===== src/rtl/railseq_pkg.sv =====
package railseq_pkg;

    localparam int NUM_RAILS = 4;
    localparam int IDX_W     = $clog2(NUM_RAILS);

    typedef logic [NUM_RAILS-1:0] rail_vec_t;
    typedef logic [IDX_W-1:0]     rail_idx_t;

    typedef enum logic [2:0] {
        SQ_IDLE = 3'd0,
        SQ_UP   = 3'd1,
        SQ_HOLD = 3'd2,
        SQ_ON   = 3'd3,
        SQ_DOWN = 3'd4
    } seq_state_t;

    localparam rail_idx_t LAST_IDX = rail_idx_t'(NUM_RAILS - 1);

    // Mask of all rails strictly below index i.
    function automatic rail_vec_t below_mask(input rail_idx_t i);
        rail_vec_t m;
        for (int k = 0; k < NUM_RAILS; k++) begin
            m[k] = (k < int'(i));
        end
        return m;
    endfunction

    // Mask of all rails up to and including index i.
    function automatic rail_vec_t upto_mask(input rail_idx_t i);
        rail_vec_t m;
        for (int k = 0; k < NUM_RAILS; k++) begin
            m[k] = (k <= int'(i));
        end
        return m;
    endfunction

endpackage


===== src/rtl/railseq_lockout.sv =====
module railseq_lockout #(
    parameter int LOCK_CYC = 1000000
) (
    input  logic clk,
    input  logic rst,
    input  logic run,
    output logic hit
);
    localparam int CW = $clog2(LOCK_CYC + 1);
    localparam logic [CW-1:0] LAST = CW'(LOCK_CYC - 1);

    logic [CW-1:0] cnt;

    always_ff @(posedge clk) begin
        if (rst || !run) begin
            cnt <= '0;
        end else if (cnt != LAST) begin
            cnt <= cnt + 1'b1;
        end
    end

    assign hit = run && (cnt == LAST);
endmodule


===== src/rtl/railseq_uvfilter.sv =====
module railseq_uvfilter #(
    parameter int FILT_CYC = 2000
) (
    input  logic clk,
    input  logic rst,
    input  logic uv_all,
    output logic kill_out_n
);
    localparam int FW = $clog2(FILT_CYC + 1);
    localparam logic [FW-1:0] LIMIT = FW'(FILT_CYC);

    logic [FW-1:0] bad_cnt;

    always_ff @(posedge clk) begin
        if (rst || uv_all) begin
            bad_cnt <= '0;
        end else if (bad_cnt != LIMIT) begin
            bad_cnt <= bad_cnt + 1'b1;
        end
    end

    assign kill_out_n = (bad_cnt != LIMIT);
endmodule


===== src/rtl/railseq_fsm.sv =====
module railseq_fsm
    import railseq_pkg::*;
#(
    parameter int RST_DLY_CYC = 16000000
) (
    input  logic      clk,
    input  logic      rst,
    input  logic      uv_all,
    input  logic      en_n,
    input  logic      kill_in,
    input  logic      kill_eff,
    input  logic      lock_hit,
    input  rail_vec_t gate_near,
    input  rail_vec_t gate_low,
    output logic      lock_run,
    output rail_vec_t gate_en,
    output logic      rst_out_n
);
    localparam int HW = $clog2(RST_DLY_CYC + 1);
    localparam logic [HW-1:0] HOLD_LAST = HW'(RST_DLY_CYC - 1);

    seq_state_t    st;
    rail_idx_t     idx;
    rail_vec_t     mask;
    logic [HW-1:0] hcnt;
    logic          kill_prev;
    logic          go_ok;
    logic          bypass;
    logic          fault;

    assign go_ok    = uv_all && !en_n;
    assign fault    = !uv_all || !kill_eff;
    assign bypass   = !kill_prev && kill_in && go_ok && kill_eff;
    assign lock_run = (st == SQ_IDLE) && go_ok && kill_eff;

    always_ff @(posedge clk) begin
        if (rst) begin
            kill_prev <= 1'b1;
        end else begin
            kill_prev <= kill_in;
        end
    end

    always_ff @(posedge clk) begin
        if (rst || fault) begin
            st   <= SQ_IDLE;
            idx  <= '0;
            mask <= '0;
            hcnt <= '0;
        end else begin
            case (st)
                SQ_IDLE: begin
                    if (lock_hit || bypass) begin
                        st   <= SQ_UP;
                        idx  <= '0;
                        mask <= upto_mask('0);
                    end
                end
                SQ_UP: begin
                    if (en_n) begin
                        st   <= SQ_DOWN;
                        mask <= below_mask(idx);
                    end else if (gate_near[idx]) begin
                        if (idx == LAST_IDX) begin
                            st   <= SQ_HOLD;
                            hcnt <= '0;
                        end else begin
                            idx  <= idx + 1'b1;
                            mask <= upto_mask(idx + 1'b1);
                        end
                    end
                end
                SQ_HOLD: begin
                    if (en_n) begin
                        st   <= SQ_DOWN;
                        mask <= below_mask(idx);
                    end else if (hcnt == HOLD_LAST) begin
                        st <= SQ_ON;
                    end else begin
                        hcnt <= hcnt + 1'b1;
                    end
                end
                SQ_ON: begin
                    if (en_n) begin
                        st   <= SQ_DOWN;
                        mask <= below_mask(idx);
                    end
                end
                SQ_DOWN: begin
                    if (gate_low[idx]) begin
                        if (idx == '0) begin
                            st <= SQ_IDLE;
                        end else begin
                            idx  <= idx - 1'b1;
                            mask <= below_mask(idx - 1'b1);
                        end
                    end
                end
                default: begin
                    st   <= SQ_IDLE;
                    mask <= '0;
                end
            endcase
        end
    end

    assign gate_en   = mask;
    assign rst_out_n = (st == SQ_ON);
endmodule


===== src/rtl/railseq_top.sv =====
module railseq_top
    import railseq_pkg::*;
#(
    parameter int LOCK_CYC    = 1000000,
    parameter int RST_DLY_CYC = 16000000,
    parameter int FILT_CYC    = 2000
) (
    input  logic       clk,
    input  logic       rst,
    input  logic [3:0] uv_ok,
    input  logic       en_n,
    input  logic       kill_in,
    input  logic [3:0] gate_near,
    input  logic [3:0] gate_low,
    output logic [3:0] gate_en,
    output logic       rst_out_n,
    output logic       kill_out_n
);
    logic uv_all;
    logic kill_eff;
    logic lock_run;
    logic lock_hit;

    assign uv_all   = &uv_ok;
    assign kill_eff = kill_in && kill_out_n;

    railseq_uvfilter #(.FILT_CYC(FILT_CYC)) filt_i (
        .clk        (clk),
        .rst        (rst),
        .uv_all     (uv_all),
        .kill_out_n (kill_out_n)
    );

    railseq_lockout #(.LOCK_CYC(LOCK_CYC)) lock_i (
        .clk (clk),
        .rst (rst),
        .run (lock_run),
        .hit (lock_hit)
    );

    railseq_fsm #(.RST_DLY_CYC(RST_DLY_CYC)) fsm_i (
        .clk       (clk),
        .rst       (rst),
        .uv_all    (uv_all),
        .en_n      (en_n),
        .kill_in   (kill_in),
        .kill_eff  (kill_eff),
        .lock_hit  (lock_hit),
        .gate_near (gate_near),
        .gate_low  (gate_low),
        .lock_run  (lock_run),
        .gate_en   (gate_en),
        .rst_out_n (rst_out_n)
    );
endmodule


===== config.mk =====
export PLATFORM = sky130hd
export DESIGN_NAME = railseq_top
export DESIGN_NICKNAME = d
export VERILOG_FILES = /design/src/rtl/railseq_pkg.sv /design/src/rtl/railseq_lockout.sv /design/src/rtl/railseq_uvfilter.sv /design/src/rtl/railseq_fsm.sv /design/src/rtl/railseq_top.sv
export SDC_FILE = /design/constraint.sdc
export NUM_CORES = 1
export LEC_CHECK = 0
export CAP_MARGIN = 10
export CORE_MARGIN = 4
export CORE_UTILIZATION = 39
export CTS_CLUSTER_SIZE = 28
export DETAILED_ROUTE_END_ITERATION = 8
export GPL_ROUTABILITY_DRIVEN = 0
export PLACE_DENSITY = 0.53
export SYNTH_ARGS = -nofsm -noshare
export SYNTH_HDL_FRONTEND = slang
export SYNTH_HIERARCHICAL = 1
export SYNTH_SLANG_ARGS = --single-unit

===== constraint.sdc =====
create_clock -name clk -period 2.9 [get_ports clk]
set_input_delay 0.435 -clock clk [delete_from_list [all_inputs] [get_ports clk]]
set_output_delay 0.435 -clock clk [all_outputs]
set_load 0.05 [all_outputs]

# After elaboration in Yosys (flattened, before gate mapping)
# Cells that the tools add are included.
[word_totals] output_inout_bits=6 reg_bits=65 elab_cells=110 in_bits=16
[op_classes] n_eq_ne=25 reduce_logical=28 mux=35 magnitude_cmp=10 n_addsub=5
[ops] op="2-to-1 mux 24 bit" count=5
[ops] op="case mux 24 bit (2 select lines)" count=1
[ops] op="2-to-1 mux 4 bit" count=7
[ops] op="2-to-1 mux 3 bit" count=9
[ops] op="adder 24 x 1 -> 24 bit, second input constant" count=1
[ops] op="== test 24 bit, second input constant" count=1
[ops] op="adder 20 x 1 -> 20 bit, second input constant" count=1
[ops] op="== test 20 bit, second input constant" count=1
[ops] op="inequality test 20 bit, second input constant" count=1
[ops] op="case mux 4 bit (4 select lines)" count=1
[ops] op="case mux 3 bit (5 select lines)" count=1
[ops] op="inequality test 2 bit, second input constant" count=7
[ops] op="AND reduction 7 bit" count=2
[ops] op="2-to-1 mux 2 bit" count=6
[ops] op="AND reduction 6 bit" count=2
[ops] op="adder 11 x 1 -> 11 bit, second input constant" count=1
[ops] op="inequality test 11 bit, second input constant" count=1
[ops] op="inequality test 2 x 1 -> 1 bit, second input constant" count=5
[ops] op="inequality test 3 x 2 -> 1 bit, second input constant" count=3
[ops] op="logical AND 1 bit" count=8
[ops] op="< comparator 1 x 2 -> 1 bit, first input constant" count=4
[ops] op="== test 3 x 2 -> 1 bit, second input constant" count=2
[ops] op="case mux 2 bit (3 select lines)" count=1
[ops] op="zero test 1 bit" count=5
[ops] op="other kinds (19)" count=27

# Longest topological paths before layout
[logic_depth] word_depth=8 ltp_mapped=12 mapped_depth_nobuf=12

# By module
# The synthesis kept the hierarchy.
[by_module_without_submodules] mod="railseq_fsm" area_per_inst_um2=2378.5 instances=1 seq_area_each_um2=680.7 cells_per_inst=282
[by_module_without_submodules] mod="railseq_lockout" area_per_inst_um2=994.7 instances=1 seq_area_each_um2=400.4 cells_per_inst=114
[by_module_without_submodules] mod="railseq_uvfilter" area_per_inst_um2=554.3 instances=1 seq_area_each_um2=220.2 cells_per_inst=64
[by_module_without_submodules] mod="railseq_top" area_per_inst_um2=15.0 instances=1 seq_area_each_um2=0.0 cells_per_inst=2

# Worst setup path before layout
# No wires, ideal clock.
[synth_timing] path_type="reg-to-reg" start="reg filt_i.bad_cnt[0]" end="reg fsm_i.mask[0], in the netlist fsm_i/gate_en[0]" setup_ps=116 n_path_buf=0 t_arrival_ps=2895 path_stages_with_launch=13 path_slack_ps=-112 synth_period_minus_slack_ps=3012 required_time_ps=2784 path_cell_list="dfxtp_1 -> inv_1 -> ha_1 -> and4bb_1 -> nand4b_1 -> and2_1 -> and3b_1 -> nor2b_1 -> and2_1 -> a211oi_2 -> nor4_4 -> o221ai_1 -> o211a_1"
[synth_via] elab_chain_len=7 elab_cells_between_ends=11 cone_classes="eq/ne: 2; reduce/logical: 9"
[synth_rtl] item="start: declaration" line="railseq_uvfilter.sv:12" rtl="logic [FW-1:0] bad_cnt;"
[synth_rtl] item="start signal: assignment" line="railseq_uvfilter.sv:18" rtl="bad_cnt <= bad_cnt + 1'b1;"
[synth_rtl] item="inequality test 11 bit" line="railseq_uvfilter.sv:22" rtl="assign kill_out_n = (bad_cnt != LIMIT);"
[synth_rtl] item="via kill_out_n" line="railseq_top.sv:17" rtl="output logic kill_out_n"
[synth_rtl] item="logical AND 1 bit" line="railseq_top.sv:25" rtl="assign kill_eff = kill_in && kill_out_n;"
[synth_rtl] item="via kill_eff" line="railseq_top.sv:20" rtl="logic kill_eff;"
[synth_rtl] item="logical AND 1 bit" line="railseq_fsm.sv:34" rtl="assign lock_run = (st == SQ_IDLE) && go_ok && kill_eff;"
[synth_rtl] item="via lock_run" line="railseq_top.sv:21" rtl="logic lock_run;"
[synth_rtl] item="logical AND 1 bit" line="railseq_lockout.sv:22" rtl="assign hit = run && (cnt == LAST);"
[synth_rtl] item="via lock_hit" line="railseq_top.sv:22" rtl="logic lock_hit;"
[synth_rtl] item="logical OR 1 bit" line="railseq_fsm.sv:53" rtl="if (lock_hit || bypass) begin"
[synth_rtl] item="inequality test 2 bit (no source line)"
[synth_rtl] item="AND reduction 6 bit (no source line)"
[synth_rtl] item="end signal: assignment" line="railseq_fsm.sv:56" rtl="mask <= upto_mask('0);"
[synth_rtl] item="end signal: assignment" line="railseq_fsm.sv:62" rtl="mask <= below_mask(idx);"
[synth_rtl] item="end signal: assignment" line="railseq_fsm.sv:69" rtl="mask <= upto_mask(idx + 1'b1);"
[synth_rtl] item="end: declaration" line="railseq_fsm.sv:24" rtl="rail_vec_t mask;"
# The timed path passes the listed nets, and every way through them passes these cells.
# A chain may end at the register's enable or synchronous reset.

# Worst setup path after layout
[layout_timing] start="reg filt_i.bad_cnt[0]" end="out kill_out_n"
[layout_via] elab_chain_len=1
[layout_rtl] item="inequality test 11 bit" line="railseq_uvfilter.sv:22"
[layout_rtl] item="end: declaration" line="railseq_top.sv:17"
# Every way passes these cells.

==> impl_metrics.xml <==
<?xml version="1.0" encoding="UTF-8"?>
<metrics>
  <group name="run_status">
    <metric name="status" unit="">finished, final reports clean</metric>
  </group>
  <group name="timing">
    <metric name="timing.final.crit_period" unit="ps">2639</metric>
    <metric name="max_clock_freq" unit="GHz">0.3790</metric>
    <metric name="finalHoldViolations" unit="">0</metric>
    <metric name="postLayoutSetupSlackWorst" unit="ps">261.3</metric>
    <metric name="min_period_over_period" unit="%">90.99</metric>
    <metric name="timing.slew.headroom" unit="%">52.31</metric>
    <metric name="worstMarginPinSlew" unit="ps">715.4</metric>
    <metric name="setup-violations-final" unit="">0</metric>
    <metric name="final_max_slew_viol_count" unit="">0</metric>
    <metric name="fin_hold_ws" unit="ps">476.8</metric>
    <metric name="timing.clock.skew" unit="ps">9.681</metric>
    <metric name="grt_setup_unrepaired" unit="">false</metric>
  </group>
  <group name="worst_setup_path">
    <metric name="regToRegEndpoint" unit="">fsm_i/gate_en[0]</metric>
    <metric name="crit_type" unit="">reg -&gt; out</metric>
    <metric name="critPathLaunchType" unit="">flip-flop</metric>
    <metric name="worstPathMaxFanout" unit="">6</metric>
    <metric name="critical_path.max_stage_delay" unit="ps">860</metric>
    <metric name="worst_path_max_delay_cell" unit="">sky130_fd_sc_hd__clkdlybuf4s50_1</metric>
    <metric name="worst_r2r_startpoint" unit="">filt_i/bad_cnt[0]</metric>
    <metric name="r2r_cells" unit="">12</metric>
    <metric name="timing.reg2reg.setup_slack" unit="ps">300</metric>
    <metric name="crit_path_cell_trace" unit="">inv_2 -&gt; ha_1 -&gt; and4bb_1 -&gt; nand4b_1 -&gt; clkdlybuf4s50_1</metric>
    <metric name="critical_path.top_delay_family" unit="">buffers and inverters</metric>
    <metric name="end_kind" unit="">output port</metric>
    <metric name="timing.critical_path.arrival" unit="ps">2200</metric>
    <metric name="critical_path_buf_inv_count" unit="">2</metric>
    <metric name="cp.required" unit="ps">2470</metric>
  </group>
  <group name="global_route">
    <metric name="pin_count_of_the_biggest_net_entering_global_routing" unit="">22</metric>
    <metric name="first_global_vias" unit="">3352</metric>
    <metric name="grtUsageTotal" unit="%">17.17</metric>
    <metric name="number_of_antenna_violations_at_the_first_check_in_global_routing" unit="">0</metric>
    <metric name="grt_overflow_total" unit="">0</metric>
    <metric name="grt_pass1_wl" unit="mm">16.38</metric>
  </group>
  <group name="cts">
    <metric name="tritoncts" unit="">yes</metric>
    <metric name="cts_setup_buffers" unit="">0</metric>
    <metric name="clockRootBuffer" unit="">sky130_fd_sc_hd__clkbuf_8</metric>
    <metric name="max-clock-path-buffers" unit="">2</metric>
    <metric name="ctsHtreeMaxLevel" unit="">3</metric>
    <metric name="cts_hold_buffers" unit="">0</metric>
    <metric name="numClockSinks" unit="">65</metric>
    <metric name="clock_latency" unit="ps">340</metric>
    <metric name="number_of_resized_instances_in_the_post_cts_repair_step" unit="">0</metric>
    <metric name="cts_made_buffers" unit="">9</metric>
    <metric name="clk_pin_slew" unit="ps">70</metric>
  </group>
  <group name="placement">
    <metric name="postPlaceCellArea" unit="sq um">4345</metric>
    <metric name="place.port_buffers" unit="">21</metric>
    <metric name="dp_hpwl" unit="mm">6.786</metric>
    <metric name="detailedPlace.worstSlack" unit="ps">212.3</metric>
  </group>
  <group name="die">
    <metric name="die_width" unit="um">108.5</metric>
    <metric name="core" unit="sq um">9819</metric>
    <metric name="initial_core_util" unit="%">40.15</metric>
    <metric name="die_h" unit="um">108.5</metric>
    <metric name="die-area" unit="sq um">11780</metric>
    <metric name="core.rowCount" unit="">36</metric>
    <metric name="num_io_pins" unit="">22</metric>
  </group>
  <group name="logic_synthesis">
    <metric name="area_leader_netlist" unit="">sky130_fd_sc_hd__dfxtp_1</metric>
    <metric name="postSynthRegisterBits" unit="">65</metric>
    <metric name="ys_dominant_reg_cell" unit="">sky130_fd_sc_hd__dfxtp_1</metric>
    <metric name="synth_nets" unit="">487</metric>
    <metric name="post_synth_xor_area_fraction" unit="%">2.444</metric>
    <metric name="yosys.area_share.simple" unit="%">33.51</metric>
    <metric name="synth.yosys.warnings" unit="">6</metric>
    <metric name="main_combinational_cell_family_by_area_after_synthesis" unit="">simple AND/OR/NAND/NOR gates</metric>
    <metric name="synth_most_common_cell" unit="">sky130_fd_sc_hd__dfxtp_1</metric>
    <metric name="synth_common_cells" unit="">65 x sky130_fd_sc_hd__dfxtp_1, 45 x sky130_fd_sc_hd__nand2_1, 33 x sky130_fd_sc_hd__nor2_1</metric>
    <metric name="syn_avg_cell_area" unit="sq um">8.534</metric>
    <metric name="syn_inst" unit="">462</metric>
    <metric name="synth_largest_type_area_fraction" unit="%">33.01</metric>
    <metric name="mapped_cell_area" unit="sq um">3943</metric>
    <metric name="netlist-cell-type-count" unit="">83</metric>
    <metric name="synth_seq_area_share" unit="%">33.01</metric>
    <metric name="synth_edf_count" unit="">0</metric>
    <metric name="post_synth_fa_ha_maj_area_fraction" unit="%">2.856</metric>
    <metric name="synth-compound-area-share" unit="%">19.99</metric>
    <metric name="synth.area.top_cells" unit="">sky130_fd_sc_hd__dfxtp_1 33%, sky130_fd_sc_hd__nand2_1 4.3%, sky130_fd_sc_hd__nand3_1 3.2%</metric>
    <metric name="postSynth.asyncResetShare" unit="%">0</metric>
    <metric name="synth_mux_area_share" unit="%">3.681</metric>
  </group>
  <group name="power">
    <metric name="static_leak" unit="nW">1.570</metric>
    <metric name="peakVddDrop" unit="V">0.0001727</metric>
    <metric name="total_chip_power" unit="mW">1.745</metric>
    <metric name="power.density_cell_area" unit="nW/um^2">384.4</metric>
  </group>
  <group name="finish">
    <metric name="nets" unit="">515</metric>
    <metric name="ff_latch_area" unit="sq um">1304</metric>
    <metric name="final_layout_size_suffix_gt1_share" unit="%">15.18</metric>
    <metric name="syn2layout_area_growth" unit="%">15.17</metric>
    <metric name="fill_cells" unit="">1035</metric>
    <metric name="total_area_of_multi_input_combinational_cells" unit="sq um">2481</metric>
    <metric name="antennaDiodeCount" unit="">0</metric>
    <metric name="stdcell_area" unit="sq um">4541</metric>
  </group>
  <group name="route">
    <metric name="drt_pre_antenna_iters" unit="">4</metric>
    <metric name="routed-via-count" unit="">3566</metric>
    <metric name="drt_iter0_markers" unit="">155</metric>
    <metric name="post_drt_wl_per_cell" unit="um">15.33</metric>
    <metric name="vias_per_cell" unit="">5.687</metric>
    <metric name="route.detailed.drc" unit="">0</metric>
    <metric name="final_antenna_net_count" unit="">0</metric>
    <metric name="wl" unit="mm">9.613</metric>
  </group>
  <group name="min_path">
    <metric name="holdPathEnd" unit="">lock_i/cnt[18]</metric>
    <metric name="hold_path_depth" unit="">2</metric>
    <metric name="hold_path.class" unit="">reg -&gt; reg</metric>
    <metric name="hold_start" unit="">lock_i/cnt[18]</metric>
  </group>
  <group name="job">
    <metric name="drv_cap" unit="">0</metric>
  </group>
</metrics>
==> per-stage QoR <==
stage / std cells / setup TNS, ps / util [%]
6_report: 627 / 0 / 46.24
5_1_grt: 627 / 0 / 46.24
4_1_cts: 627 / 0 / 46.24
3_5_place_dp: 612 / 0 / 44.25
3_3_place_gp: 612 / 0 / 44.25
2_1_floorplan: 462 / -12.38 / -
==> power by group <==
group / total [mW] / internal, mW / switching [mW] / leakage [nW]
Combinational: 0.0591 / 0.0331 / 0.0260 / 0.943
Clock: 0.783 / 0.437 / 0.346 / 0.102
Sequential: 0.903 / 0.897 / 0.00608 / 0.525
==> flip-flops by register name, indices dropped and copies added, names as in the netlist <==
| signal | flops |
|---|---|
| filt_i/bad_cnt | 11 |
| fsm_i/gate_en | 4 |
| fsm_i/hcnt | 24 |
| fsm_i/idx | 2 |
| fsm_i/kill_prev | 1 |
| fsm_i/st | 3 |
| lock_i/cnt | 20 |
==> final cells by class <==
| cell class | instances | share of cell area, % |
|---|---|---|
| clock buffer | 12 | 3.417 |
| clock inverter | 3 | 0.8818 |
| inverter | 17 | 1.405 |
| multi-input combinational | 360 | 54.64 |
| sequential | 65 | 28.71 |
| tap | 133 | 3.665 |
| timing repair buffer | 37 | 7.275 |
==> metal layers <==
layer,share of wire (%),global-route usage (%)
met1,50,23.77
met2,46,26.88
met3,2.7,2.687
met4,1.1,6.402
met5,0,0
==> placed cells by master, fill, tap and decap left out, types with 13 or more instances in the layout <==
cell type,count
sky130_fd_sc_hd__nand3_1,25
sky130_fd_sc_hd__o21ai_0,19
sky130_fd_sc_hd__a21oi_1,20
sky130_fd_sc_hd__nor3_1,16
sky130_fd_sc_hd__and3_1,13
sky130_fd_sc_hd__nand2_1,45
sky130_fd_sc_hd__inv_1,16
sky130_fd_sc_hd__dfxtp_1,63
sky130_fd_sc_hd__clkdlybuf4s50_1,21
sky130_fd_sc_hd__a31oi_1,13
sky130_fd_sc_hd__buf_4,16
sky130_fd_sc_hd__nor2_1,33
==> tightest hold or removal path: cells and delay by family (launching register included) <==
| kind | cells | cell delay, ps |
|---|---|---|
| DFF | 1 | 320 |
| and+or+nand+nor | 1 | 60 |
| muxes | 1 | 60 |
==> how the worst max path moves through the flow <==
stage	startpoint	end	slack, ps	depth (start not counted)
after CTS	filt_i/bad_cnt[0]	kill_out_n	230	5
after global placement	uv_ok[2]	fsm_i/idx[0]	270	9
after floorplan	filt_i/bad_cnt[0]	fsm_i/st[0]	-6	12
after detailed placement	uv_ok[2]	fsm_i/gate_en[0]	210	9
final	filt_i/bad_cnt[0]	kill_out_n	260	5
after global routing	filt_i/bad_cnt[1]	fsm_i/gate_en[0]	20	12
==> cell families after synthesis <==
kind of cell,after synthesis
multiplexers,12
XOR/XNOR,11
flip-flops,65
AO/OA/AOI/OAI,108
adder cells (fa/ha/maj),9
buffers and inverters,37
AND/OR/NAND/NOR,220
(Power assumes the default switching activity.)
